<file path="config.mk">
export PLATFORM = sky130hd
export DESIGN_NAME = vec_elem_issue
export DESIGN_NICKNAME = d
export VERILOG_FILES = /design/src/rtl/vec_elem_issue.sv
export SDC_FILE = /design/constraint.sdc
export NUM_CORES = 1
export LEC_CHECK = 0
export ABC_AREA = 1
export BUFFER_PORTS_ARGS = -buffer_cell sky130_fd_sc_hd__buf_2
export CAP_MARGIN = 20
export CORE_MARGIN = 1.5
export CORE_UTILIZATION = 61
export DETAILED_ROUTE_END_ITERATION = 8
export PLACE_DENSITY = 0.82
export SYNTH_ARGS = -nofsm -noshare
export SYNTH_HDL_FRONTEND = slang
export SYNTH_SLANG_ARGS = --single-unit
export TNS_END_PERCENT = 50
</file>
<file path="constraint.sdc">
create_clock -name clk -period 5.3 [get_ports clk]
set_clock_uncertainty 0.1 [all_clocks]
set_input_delay 0.53 -clock clk [delete_from_list [all_inputs] [get_ports clk]]
set_output_delay 0.53 -clock clk [all_outputs]
set_load 0.005 [all_outputs]
</file>
<file path="src/rtl/vec_elem_issue.sv">
module vec_elem_issue #(
  parameter int NREG = 32,
  parameter int XLEN = 32,
  parameter int OPW  = 7,
  parameter int VLW  = 6
) (
  input  logic                      clk,
  input  logic                      rst_n,
  input  logic                      tag_we,
  input  logic [$clog2(NREG)-1:0]   tag_idx,
  input  logic                      tag_vec,
  input  logic                      in_valid,
  output logic                      in_ready,
  input  logic [OPW-1:0]            in_opcode,
  input  logic [$clog2(NREG)-1:0]   in_rd,
  input  logic [$clog2(NREG)-1:0]   in_rs1,
  input  logic [$clog2(NREG)-1:0]   in_rs2,
  input  logic                      in_pred_en,
  input  logic [$clog2(NREG)-1:0]   in_pred_reg,
  input  logic [VLW-1:0]            in_vl,
  output logic [$clog2(NREG)-1:0]   pred_rd_addr,
  input  logic [XLEN-1:0]           pred_rd_data,
  input  logic                      pred_busy,
  output logic                      fifo_valid,
  input  logic                      fifo_ready,
  output logic [OPW-1:0]            fifo_opcode,
  output logic [$clog2(NREG)-1:0]   fifo_rd,
  output logic [$clog2(NREG)-1:0]   fifo_rs1,
  output logic [$clog2(NREG)-1:0]   fifo_rs2,
  output logic [$clog2(XLEN)-1:0]   fifo_idx,
  output logic                      done
);
  localparam int RW = $clog2(NREG);
  localparam int IW = $clog2(XLEN);

  typedef enum logic [1:0] {S_IDLE = 2'd0, S_WAIT = 2'd1, S_RUN = 2'd2} st_t;
  st_t st;

  logic [NREG-1:0] vtag;
  logic [OPW-1:0]  op_q;
  logic [RW-1:0]   rd_q, rs1_q, rs2_q, pr_q;
  logic            vrd, vrs1, vrs2;
  logic [IW-1:0]   idx_q, last_q, last_in;
  logic [XLEN-1:0] mask_q;
  logic            cur_bit, step, accept;

  always_comb begin
    if (in_vl == '0)
      last_in = '0;
    else if (int'(in_vl) > XLEN)
      last_in = IW'(XLEN - 1);
    else
      last_in = IW'(in_vl - 1'b1);
  end

  assign accept       = in_valid && in_ready;
  assign in_ready     = (st == S_IDLE);
  assign cur_bit      = mask_q[idx_q];
  assign fifo_valid   = (st == S_RUN) && cur_bit;
  assign step         = (st == S_RUN) && (!cur_bit || fifo_ready);
  assign done         = step && (idx_q == last_q);
  assign pred_rd_addr = pr_q;
  assign fifo_opcode  = op_q;
  assign fifo_idx     = idx_q;
  assign fifo_rd      = vrd  ? rd_q  + RW'(idx_q) : rd_q;
  assign fifo_rs1     = vrs1 ? rs1_q + RW'(idx_q) : rs1_q;
  assign fifo_rs2     = vrs2 ? rs2_q + RW'(idx_q) : rs2_q;

  always_ff @(posedge clk or negedge rst_n) begin
    if (!rst_n) begin
      st     <= S_IDLE;
      vtag   <= '0;
      op_q   <= '0;
      rd_q   <= '0;
      rs1_q  <= '0;
      rs2_q  <= '0;
      pr_q   <= '0;
      vrd    <= 1'b0;
      vrs1   <= 1'b0;
      vrs2   <= 1'b0;
      idx_q  <= '0;
      last_q <= '0;
      mask_q <= '0;
    end else begin
      if (tag_we) vtag[tag_idx] <= tag_vec;
      case (st)
        S_IDLE: if (accept) begin
          op_q   <= in_opcode;
          rd_q   <= in_rd;
          rs1_q  <= in_rs1;
          rs2_q  <= in_rs2;
          pr_q   <= in_pred_reg;
          vrd    <= vtag[in_rd];
          vrs1   <= vtag[in_rs1];
          vrs2   <= vtag[in_rs2];
          idx_q  <= '0;
          last_q <= last_in;
          mask_q <= '1;
          st     <= in_pred_en ? S_WAIT : S_RUN;
        end
        S_WAIT: if (!pred_busy) begin
          mask_q <= pred_rd_data;
          st     <= S_RUN;
        end
        S_RUN: if (step) begin
          if (idx_q == last_q) st <= S_IDLE;
          else idx_q <= idx_q + 1'b1;
        end
        default: st <= S_IDLE;
      endcase
    end
  end
endmodule


</file>
==> impl_metrics.tcl, run 1 <==
set metrics [dict create \
    finalSetupViolCount 0 \
    hp-class "in2async" \
    antennaDiodeCount 0 \
    die_h_um 105 \
    layout_commonest_cell "nand2_1" \
    p_per_area_nw_per_um2 508 \
    cp_data_required_time_ns 4.67 \
    final_nets 1024 \
    antenna_found_initial 0 \
    synth_largest_area_cell "dfrtp_1" \
    fin_area_um2 7060 \
    core_area_um2 9910 \
    numCtsBuffers 9 \
    synthCells 843 \
    synth_area_leaders "dfrtp_1, o21ai_0, nand2_1" \
    status "finished clean" \
    area_growth_pct 11.9 \
    syn-cell-area_um2 6300 \
    drc 0 \
    grt_pass1_wl_um 27300 \
    clockRootBuffer "clkbuf_8" \
    gp_congestion 0.955 \
    ys_seq_area_share_pct 42.1 \
    clock_path_buffers 2 \
    place_area_um2 6850 \
    max_freq_ghz 0.267 \
    drtPass1Iterations 6 \
    finalCritPeriodShare_pct 70.8 \
    initial_utilization_pct 63.6 \
    syn_area_per_cell_um2 7.48 \
    die_w_um 105 \
    p_leak_nw 3.54 \
    clkTransAtPathRegs_ns 0.11 \
    hpwl_um 11700 \
    clkSinkCount 106 \
    cp_max_fo 34 \
    grt.overflow.total 0 \
    cp_data_arrival_time_ns 3.12 \
    io_buffers 112 \
    max_slew_margin_pct 27.4 \
    syn_nets 939 \
    drive_gt1_share_pct 15.4 \
    clkLatencyLatePin_ns 0.38 \
    final_util_pct 71.2 \
    htreeDepth 3 \
    startpoint_type "flop" \
    yosysWarnings 0 \
    rows 36 \
    die-area_um2 11000 \
    yosys.area.top_type_share_pct 42.1 \
    routedWlPerCell_um 15.3 \
    crit_type "reg2out" \
    final_cell_mix "nand2_1, o21ai_0, buf_2, dfrtp_1, inv_1" \
    cts_hold_buffers 0 \
    io_pins 113 \
    rsz0062_at_grt "false" \
    ir_drop_v 0.000276 \
    cts-resized-gates 0 \
    setup_tns_ns 0 \
    ant_nets 0 \
    via_per_inst 5.82 \
    end_kind "output port" \
    hold_violations 0 \
    yosys_register_bits 106 \
    yosysUniqueCellTypes 33 \
    drt_iter0_drc 559 \
    cts_setup_buffers 0 \
    worstMarginPinSlew_ns 1.09 \
    period_needed_ns 3.75 \
    grt_max_degree 65 \
    vias 6202 \
    maxCapViolations 0 \
    slew_viol_final 0 \
    cts_tree "built" \
    drt-total-wl_um 16300 \
    grt_usage_pct 30.7 \
    total_power_mw 3.58 \
    first_global_vias 5945 \
]
-- final cells by class --
type | count | area (µm²)
fill | 842 | 2850
clock buffer | 11 | 141
inverter | 99 | 374
multi-input combinational | 596 | 3070
timing repair buffer | 116 | 606
clock inverter | 5 | 45.0
sequential | 106 | 2650
tap | 133 | 166
-- report_power, final --
part	internal, mW	switching, mW	total, mW
Clock	0.192	0.293	0.485
Combinational	0.665	0.990	1.65
Sequential	1.14	0.302	1.44
Total	2.00	1.58	3.58
-- through the flow --
stage	instances	worst slack (ns)	hold WS (ns)
detailed placement	1049	2.08	0.357
finish	1066	1.55	0.0397
CTS	1065	1.61	0.0626
global placement	1049	2.18	0.350
global route	1066	1.36	0.0865
floorplan	843	3.02	0.134
-- final timing paths --
| check | endpoint | depth (start not counted) | slack, ns | startpoint |
|---|---|---|---|---|
| min in group clk | fifo_opcode[3]$_DFFE_PN0P_ | 3 | 0.25 | in_opcode[3] |
| hold / removal | mask_q[23]$_DFFE_PN0P_ | 1 | 0.04 | rst_n |
| hold reg to reg | pred_rd_addr[4]$_DFFE_PN0P_ | 2 | 0.38 | pred_rd_addr[4]$_DFFE_PN0P_ |
| max in group asynchronous | fifo_opcode[6]$_DFFE_PN0P_ | 2 | 3.89 | rst_n |
| setup / recovery | fifo_rs1[4] | 12 | 1.55 | fifo_idx[0]$_DFFE_PN0P_ |
| setup reg to reg | mask_q[8]$_DFFE_PN0P_ | 9 | 2.80 | st[0]$_DFFE_PN0P_ |
-- layer usage --
metal | part of all wire (%) | global-route usage, % | vias to the layer above
met1 | 42 | 40.0 | 2852
met4 | 3.4 | 12.5 | 0
met2 | 48 | 51.2 | 295
met5 | 0 | 0 | -
li1 | - | - | 3004
met3 | 6.7 | 4.74 | 51
-- sequential cells by signal, indices dropped and copies added, names as in the netlist --
| name | cells |
|---|---|
| fifo_idx | 5 |
| fifo_opcode | 7 |
| last_q | 5 |
| mask_q | 32 |
| pred_rd_addr | 5 |
| rd_q | 5 |
| rs1_q | 5 |
| rs2_q | 5 |
| st | 2 |
| vrd | 1 |
| vrs1 | 1 |
| vrs2 | 1 |
| vtag | 32 |
-- cells by family (layout without fill, tap and decap cells) --
family	Yosys count	count (layout)	synth area share (%)
fa+ha+maj	18	18	3.93
compound gates	267	267	23.1
simple gates	301	301	20.1
xor+xnor	10	10	1.39
flops	106	106	42.1
buf+inv	141	231	9.35
-- critical path, stage by stage, from the launching register on --
cell and delay (ns):
dfrtp_1 1.06, ha_1 0.33, inv_1 0.08, fa_1 0.37, inv_1 0.11, nand2_1 0.06, nand2_1 0.05, a21oi_1 0.07
nand2_1 0.06, nand2_1 0.05, nor2_1 0.11, xor2_1 0.23, buf_2 0.15
-- synthesized netlist by cell type (all sizes together) --
cell type,count
o221ai,9
o21bai,2
inv,99
ha,15
nand4,8
nor3,10
a31oi,29
or2,1
nand3,51
xor2,8
buf,28
o311ai,1
o22ai,2
clkbuf,14
fa,3
a21oi,76
a211oi,2
nand2,159
o211ai,13
o21ai,133
dfrtp,106
nor2,72
xnor2,2
No activity file was read; power rests on OpenSTA's default activity.
==> inputs of run 2 (changes only) <==
ABC_AREA = 0   (was 1)
CORE_UTILIZATION = 57   (was 61)
PLACE_DENSITY = 0.77   (was 0.82)
clock period = 3.89 ns   (was 5.3 ns; I/O delays follow)
==> impl_metrics.tcl, run 2 <==
set metrics [dict create \
    status "finished clean" \
    clkLatencyLatePin_ns 0.39 \
    finalSetupViolCount 0 \
    maxCapViolations 0 \
    grt_usage_pct 26.9 \
    rsz0062_at_grt "false" \
    cts_tree "built" \
    cts_setup_buffers 0 \
    yosysWarnings 0 \
    cp_max_fo 11 \
    max_freq_ghz 0.300 \
    hpwl_um 10600 \
    synth_common_cells "nand2_1, dfrtp_1, nor2_1" \
    end_kind "output port" \
    die-area_um2 11600 \
    slowest_delay_ns 0.63 \
    yosys_register_bits 106 \
    ant_nets 0 \
    core_area_um2 10700 \
    clockRootBuffer "clkbuf_8" \
    htreeDepth 3 \
    synth_edf_count 0 \
    grt_pass1_wl_um 23800 \
    rows 38 \
    synth_most_common_cell "nand2_1" \
    antenna_found_initial 0 \
    synth_largest_area_cell "dfrtp_1" \
    path_buf_inv 4 \
    syn_nets 700 \
    max_slew_margin_pct 37.3 \
    fillers 862 \
    worstMarginPinSlew_ns 0.937 \
    syn-cell-area_um2 6240 \
    fin_area_um2 7140 \
    numCtsBuffers 9 \
    drive_gt1_share_pct 32.0 \
    cp_data_arrival_time_ns 2.84 \
    clock_path_buffers 2 \
    routedWlPerCell_um 17.4 \
    initial_utilization_pct 58.1 \
    drtPass1Iterations 5 \
    p_int_mw 2.89 \
    synth_area_leaders "dfrtp_1, mux4_2, mux2_2" \
    grt_max_degree 43 \
    yosysUniqueCellTypes 48 \
    antennaDiodeCount 0 \
    final_nets 794 \
    final_cell_mix "buf_2, nand2_1, dfrtp_1, nor2_1, mux2_2" \
    hold_violations 0 \
    total_power_mw 4.63 \
    hp-class "in2reg" \
    vias 4854 \
    crit_type "reg2out" \
    grt.overflow.total 0 \
    seq_power_share_pct 38.7 \
    period_needed_ns 3.33 \
    die_h_um 108 \
    startpoint_type "flop" \
    first_global_vias 4756 \
    gp_congestion 0.889 \
    drt-total-wl_um 14700 \
    slew_viol_final 0 \
    switching_share_pct 37.7 \
    crit_family "flip-flops" \
    ys_seq_area_share_pct 42.5 \
    syn_area_per_cell_um2 10.3 \
    cpMaxStageDelayCell "dfrtp_1" \
    ir_drop_v 0.000323 \
    power_frac_comb_pct 43.3 \
    drc 0 \
    setup_tns_ns 0 \
    clkPwrFrac_pct 18.0 \
    whs_ns 0.0862 \
    p_per_area_nw_per_um2 649 \
    die_w_um 108 \
    place_area_um2 6880 \
    synthCells 604 \
    layout_commonest_cell "buf_2" \
    synthArstFlopShare_pct 100 \
    ys.flop_type "dfrtp_1" \
    io_pins 113 \
    clkSinkCount 106 \
    via_per_inst 5.76 \
    area_growth_pct 14.3 \
    yosys.area.top_type_share_pct 42.5 \
    clkTransAtPathRegs_ns 0.11 \
    finalCritPeriodShare_pct 85.7 \
    drt_iter0_drc 333 \
    path_cells "buf_4 -> ha_1 -> inv_1 -> fa_1 -> inv_1 -> a21o_1 -> a21oi_1 -> xnor2_1 -> nand2_1 -> xnor2_1 -> buf_2" \
    p_leak_nw 3.25 \
    p_sw_mw 1.75 \
    cp_data_required_time_ns 3.40 \
    io_buffers 112 \
]
run 2: changes by cell type after synthesis, sizes merged, moves of 13 or more:
cell	delta
mux4	+36
mux2	+42
o21ai	-118
nand2	-51
buf	-20
nand3	-46
inv	-83
o211ai	-13
a21oi	-36
clkbuf	+15
nor2	+16
a31oi	-28
run 2: power by group through the flow:
| stage | sequential [mW] | combinational (mW) | clock [mW] |
|---|---|---|---|
| after floorplan | 1.65 | 1.51 | 0 |
| after global placement | 1.78 | 1.92 | 0 |
| after detailed placement | 1.81 | 2.00 | 0 |
| after CTS | 1.78 | 2.02 | 0.847 |
| after global routing | 1.83 | 2.22 | 0.896 |
| final | 1.79 | 2.01 | 0.835 |
run 2: worst register-to-register path, delay by kind of cell (launching register included):
family          cells  cell delay [ns]
compound gates      3             1.07
flops               1             0.80
simple gates        1             0.24
buf+inv             1             0.20
mux                 1             0.08
run 2: cell type report:
cell class	instances	area (µm²)	area share (%)
Clock inverter	7	125	1.75
Multi-Input combinational cell	445	3370	47.3
Clock buffer	9	124	1.74
Tap cell	140	175	2.45
Inverter	16	60.1	0.842
Sequential cell	106	2650	37.2
Timing Repair Buffer	120	626	8.77
run 2: logic make-up after synthesis:
kind of cell / synth area share, %
compound gates: 8.12
fa+ha+maj: 4.29
flops: 42.5
buf+inv: 3.69
xor+xnor: 2.67
mux: 22.6
simple gates: 16.2
run 2: metrics by stage:
stage | cells | setup slack, ns | util, %
after detailed placement | 826 | 1.04 | 64.0
after global routing | 843 | 0.438 | 66.4
final | 843 | 0.557 | 66.4
after global placement | 826 | 1.13 | 64.0
after floorplan | 604 | 1.43 | -
after CTS | 843 | 0.565 | 66.4
run 2: final timing paths:
path	depth (start not counted)	start	to	slack (ns)
worst max-delay path	11	fifo_idx[0]$_DFFE_PN0P_	fifo_rs1[4]	0.56
worst min-delay path	3	in_opcode[5]	fifo_opcode[5]$_DFFE_PN0P_	0.09
worst max register to register	6	fifo_idx[2]$_DFFE_PN0P_	fifo_idx[0]$_DFFE_PN0P_	1.27
worst min register to register	2	fifo_opcode[4]$_DFFE_PN0P_	fifo_opcode[4]$_DFFE_PN0P_	0.38
max in group asynchronous	3	rst_n	mask_q[18]$_DFFE_PN0P_	2.42
min in group asynchronous	2	rst_n	vrd$_DFFE_PN0P_	0.41
run 2: repair_timing:
action	4_1_cts	5_1_grt
resized for setup	0	0
hold buffers	1	0
endpoints found under the hold margin	38	0
setup endpoints to repair	0	0
run 2: routing by layer:
layer	part of all wire, %	GRT usage (%)
met3	5.2	2.85
met5	0	0
met1	43	37.6
met2	50	43.4
met4	1.9	10.8
==> inputs of run 3 (changes only) <==
REMOVE_ABC_BUFFERS = 1   (was not set)
==> impl_metrics.tcl, run 3 (synthesis gave the netlist of run 2 again) <==
set metrics [dict create \
    status "finished clean" \
    multiInputGateArea_um2 3370 \
    grt.overflow.total 0 \
    p_leak_nw 3.24 \
    slowest_delay_ns 0.82 \
    initial_utilization_pct 58.1 \
    cp_max_fo 14 \
    end_kind "output port" \
    cp_data_arrival_time_ns 2.90 \
    rsz0062_at_grt "false" \
    via_per_inst 5.78 \
    layout_commonest_cell "buf_2" \
    worstMarginPinSlew_ns 0.715 \
    crit_type "reg2out" \
    regArea_um2 2650 \
    core_area_um2 10700 \
    drt_iter0_drc 324 \
    area_growth_pct 13.9 \
    routedWlPerCell_um 17.1 \
    final_nets 794 \
    htreeDepth 3 \
    clkLatencyLatePin_ns 0.39 \
    finalCritPeriodShare_pct 87.0 \
    drc 0 \
    fillers 871 \
    drtPass1Iterations 5 \
    die_h_um 108 \
    io_pins 113 \
    cp_data_required_time_ns 3.40 \
    die-area_um2 11600 \
    io_buffers 112 \
    clockRootBuffer "clkbuf_8" \
    finalSetupViolCount 0 \
    hpwl_um 10400 \
    ir_drop_v 0.000369 \
    antennaDiodeCount 0 \
    numCtsBuffers 9 \
    grt_pass1_wl_um 23300 \
    path_cells "ha_1 -> inv_1 -> fa_1 -> inv_1 -> a21o_1 -> a21oi_1 -> xnor2_1 -> nand2_1 -> xnor2_1 -> buf_2" \
    hold_violations 0 \
    cpMaxStageDelayCell "dfrtp_1" \
    p_per_area_nw_per_um2 639 \
    total_power_mw 4.55 \
    slew_viol_final 0 \
    clock_path_buffers 2 \
    gp_congestion 0.858 \
    max_slew_margin_pct 52.3 \
    rrSetupSlack_ns 1.15 \
    vias 4872 \
    grt_usage_pct 26.3 \
    drive_gt1_share_pct 32.0 \
    clkTransAtPathRegs_ns 0.10 \
    drt-total-wl_um 14400 \
    max_freq_ghz 0.295 \
    startpoint_type "flop" \
    first_global_vias 4766 \
    rows 38 \
    maxCapViolations 0 \
    ant_nets 0 \
    period_needed_ns 3.38 \
    cts_tree "built" \
    grt_max_degree 65 \
    setup_tns_ns 0 \
    antenna_found_initial 0 \
    clkSinkCount 106 \
    die_w_um 108 \
    final_cell_mix "buf_2, nand2_1, dfrtp_1, nor2_1, mux2_2" \
    hp-class "in2reg" \
]
-- run 3: per-stage QoR --
| stage | instance area [µm²] | hold WS (ns) | setup slack, ns | std cells | util, % |
|---|---|---|---|---|---|
| after floorplan | 6070 | -0.00659 | 0.187 | 567 | - |
| after global placement | 6880 | 0.346 | 1.04 | 826 | 64.0 |
| after detailed placement | 6880 | 0.359 | 0.941 | 826 | 64.0 |
| after CTS | 7110 | 0.0724 | 0.503 | 843 | 66.2 |
| after global routing | 7110 | 0.0738 | 0.355 | 843 | 66.2 |
| final | 7110 | 0.0853 | 0.505 | 843 | 66.2 |
-- run 3: worst paths after layout --
check,from,end,cells after the start
setup / recovery,fifo_idx[0]$_DFFE_PN0P_,fifo_rs2[4],10
hold / removal,in_opcode[5],fifo_opcode[5]$_DFFE_PN0P_,3
setup reg to reg,fifo_idx[0]$_DFFE_PN0P_,fifo_idx[3]$_DFFE_PN0P_,6
hold reg to reg,fifo_opcode[5]$_DFFE_PN0P_,fifo_opcode[5]$_DFFE_PN0P_,2
max in group asynchronous,rst_n,vtag[16]$_DFFE_PN0P_,3
min in group asynchronous,rst_n,mask_q[3]$_DFFE_PN0P_,2
-- run 3: timing repair --
item	4_1_cts	5_1_grt
hold buffers	1	0
gates resized for setup	0	0
hold endpoints to repair	49	0
setup buffers	0	0
-- run 3: worst max-delay path: cells and delay by family (launching register included) --
kind	cells	cell delay [ns]
and+or+nand+nor	1	0.09
buffers and inverters	3	0.31
adders and majority gates	2	0.70
xor gates and xnor gates	2	0.41
AOI/OAI and AO/OA	2	0.19
DFF	1	0.82
-- run 3: where the power goes --
part	internal, mW	switching, mW
logic	1.02	0.960
clock network	0.368	0.402
registers	1.43	0.368
total	2.82	1.73
-- run 3: layer usage --
layer	global-route usage (%)	up-vias	part of all wire, %
met1	32.0	2403	41
met5	0	-	0
met2	47.0	170	52
li1	-	2276	-
met4	7.52	0	2.2
met3	5.75	23	5.1
-- run 3: cell type report --
class,count,share of cell area (%)
Multi-Input combinational cell,445,47.4
Sequential cell,106,37.3
Timing Repair Buffer,120,8.79
Tap cell,140,2.46
Clock buffer,9,1.74
Clock inverter,7,1.44
Inverter,16,0.844
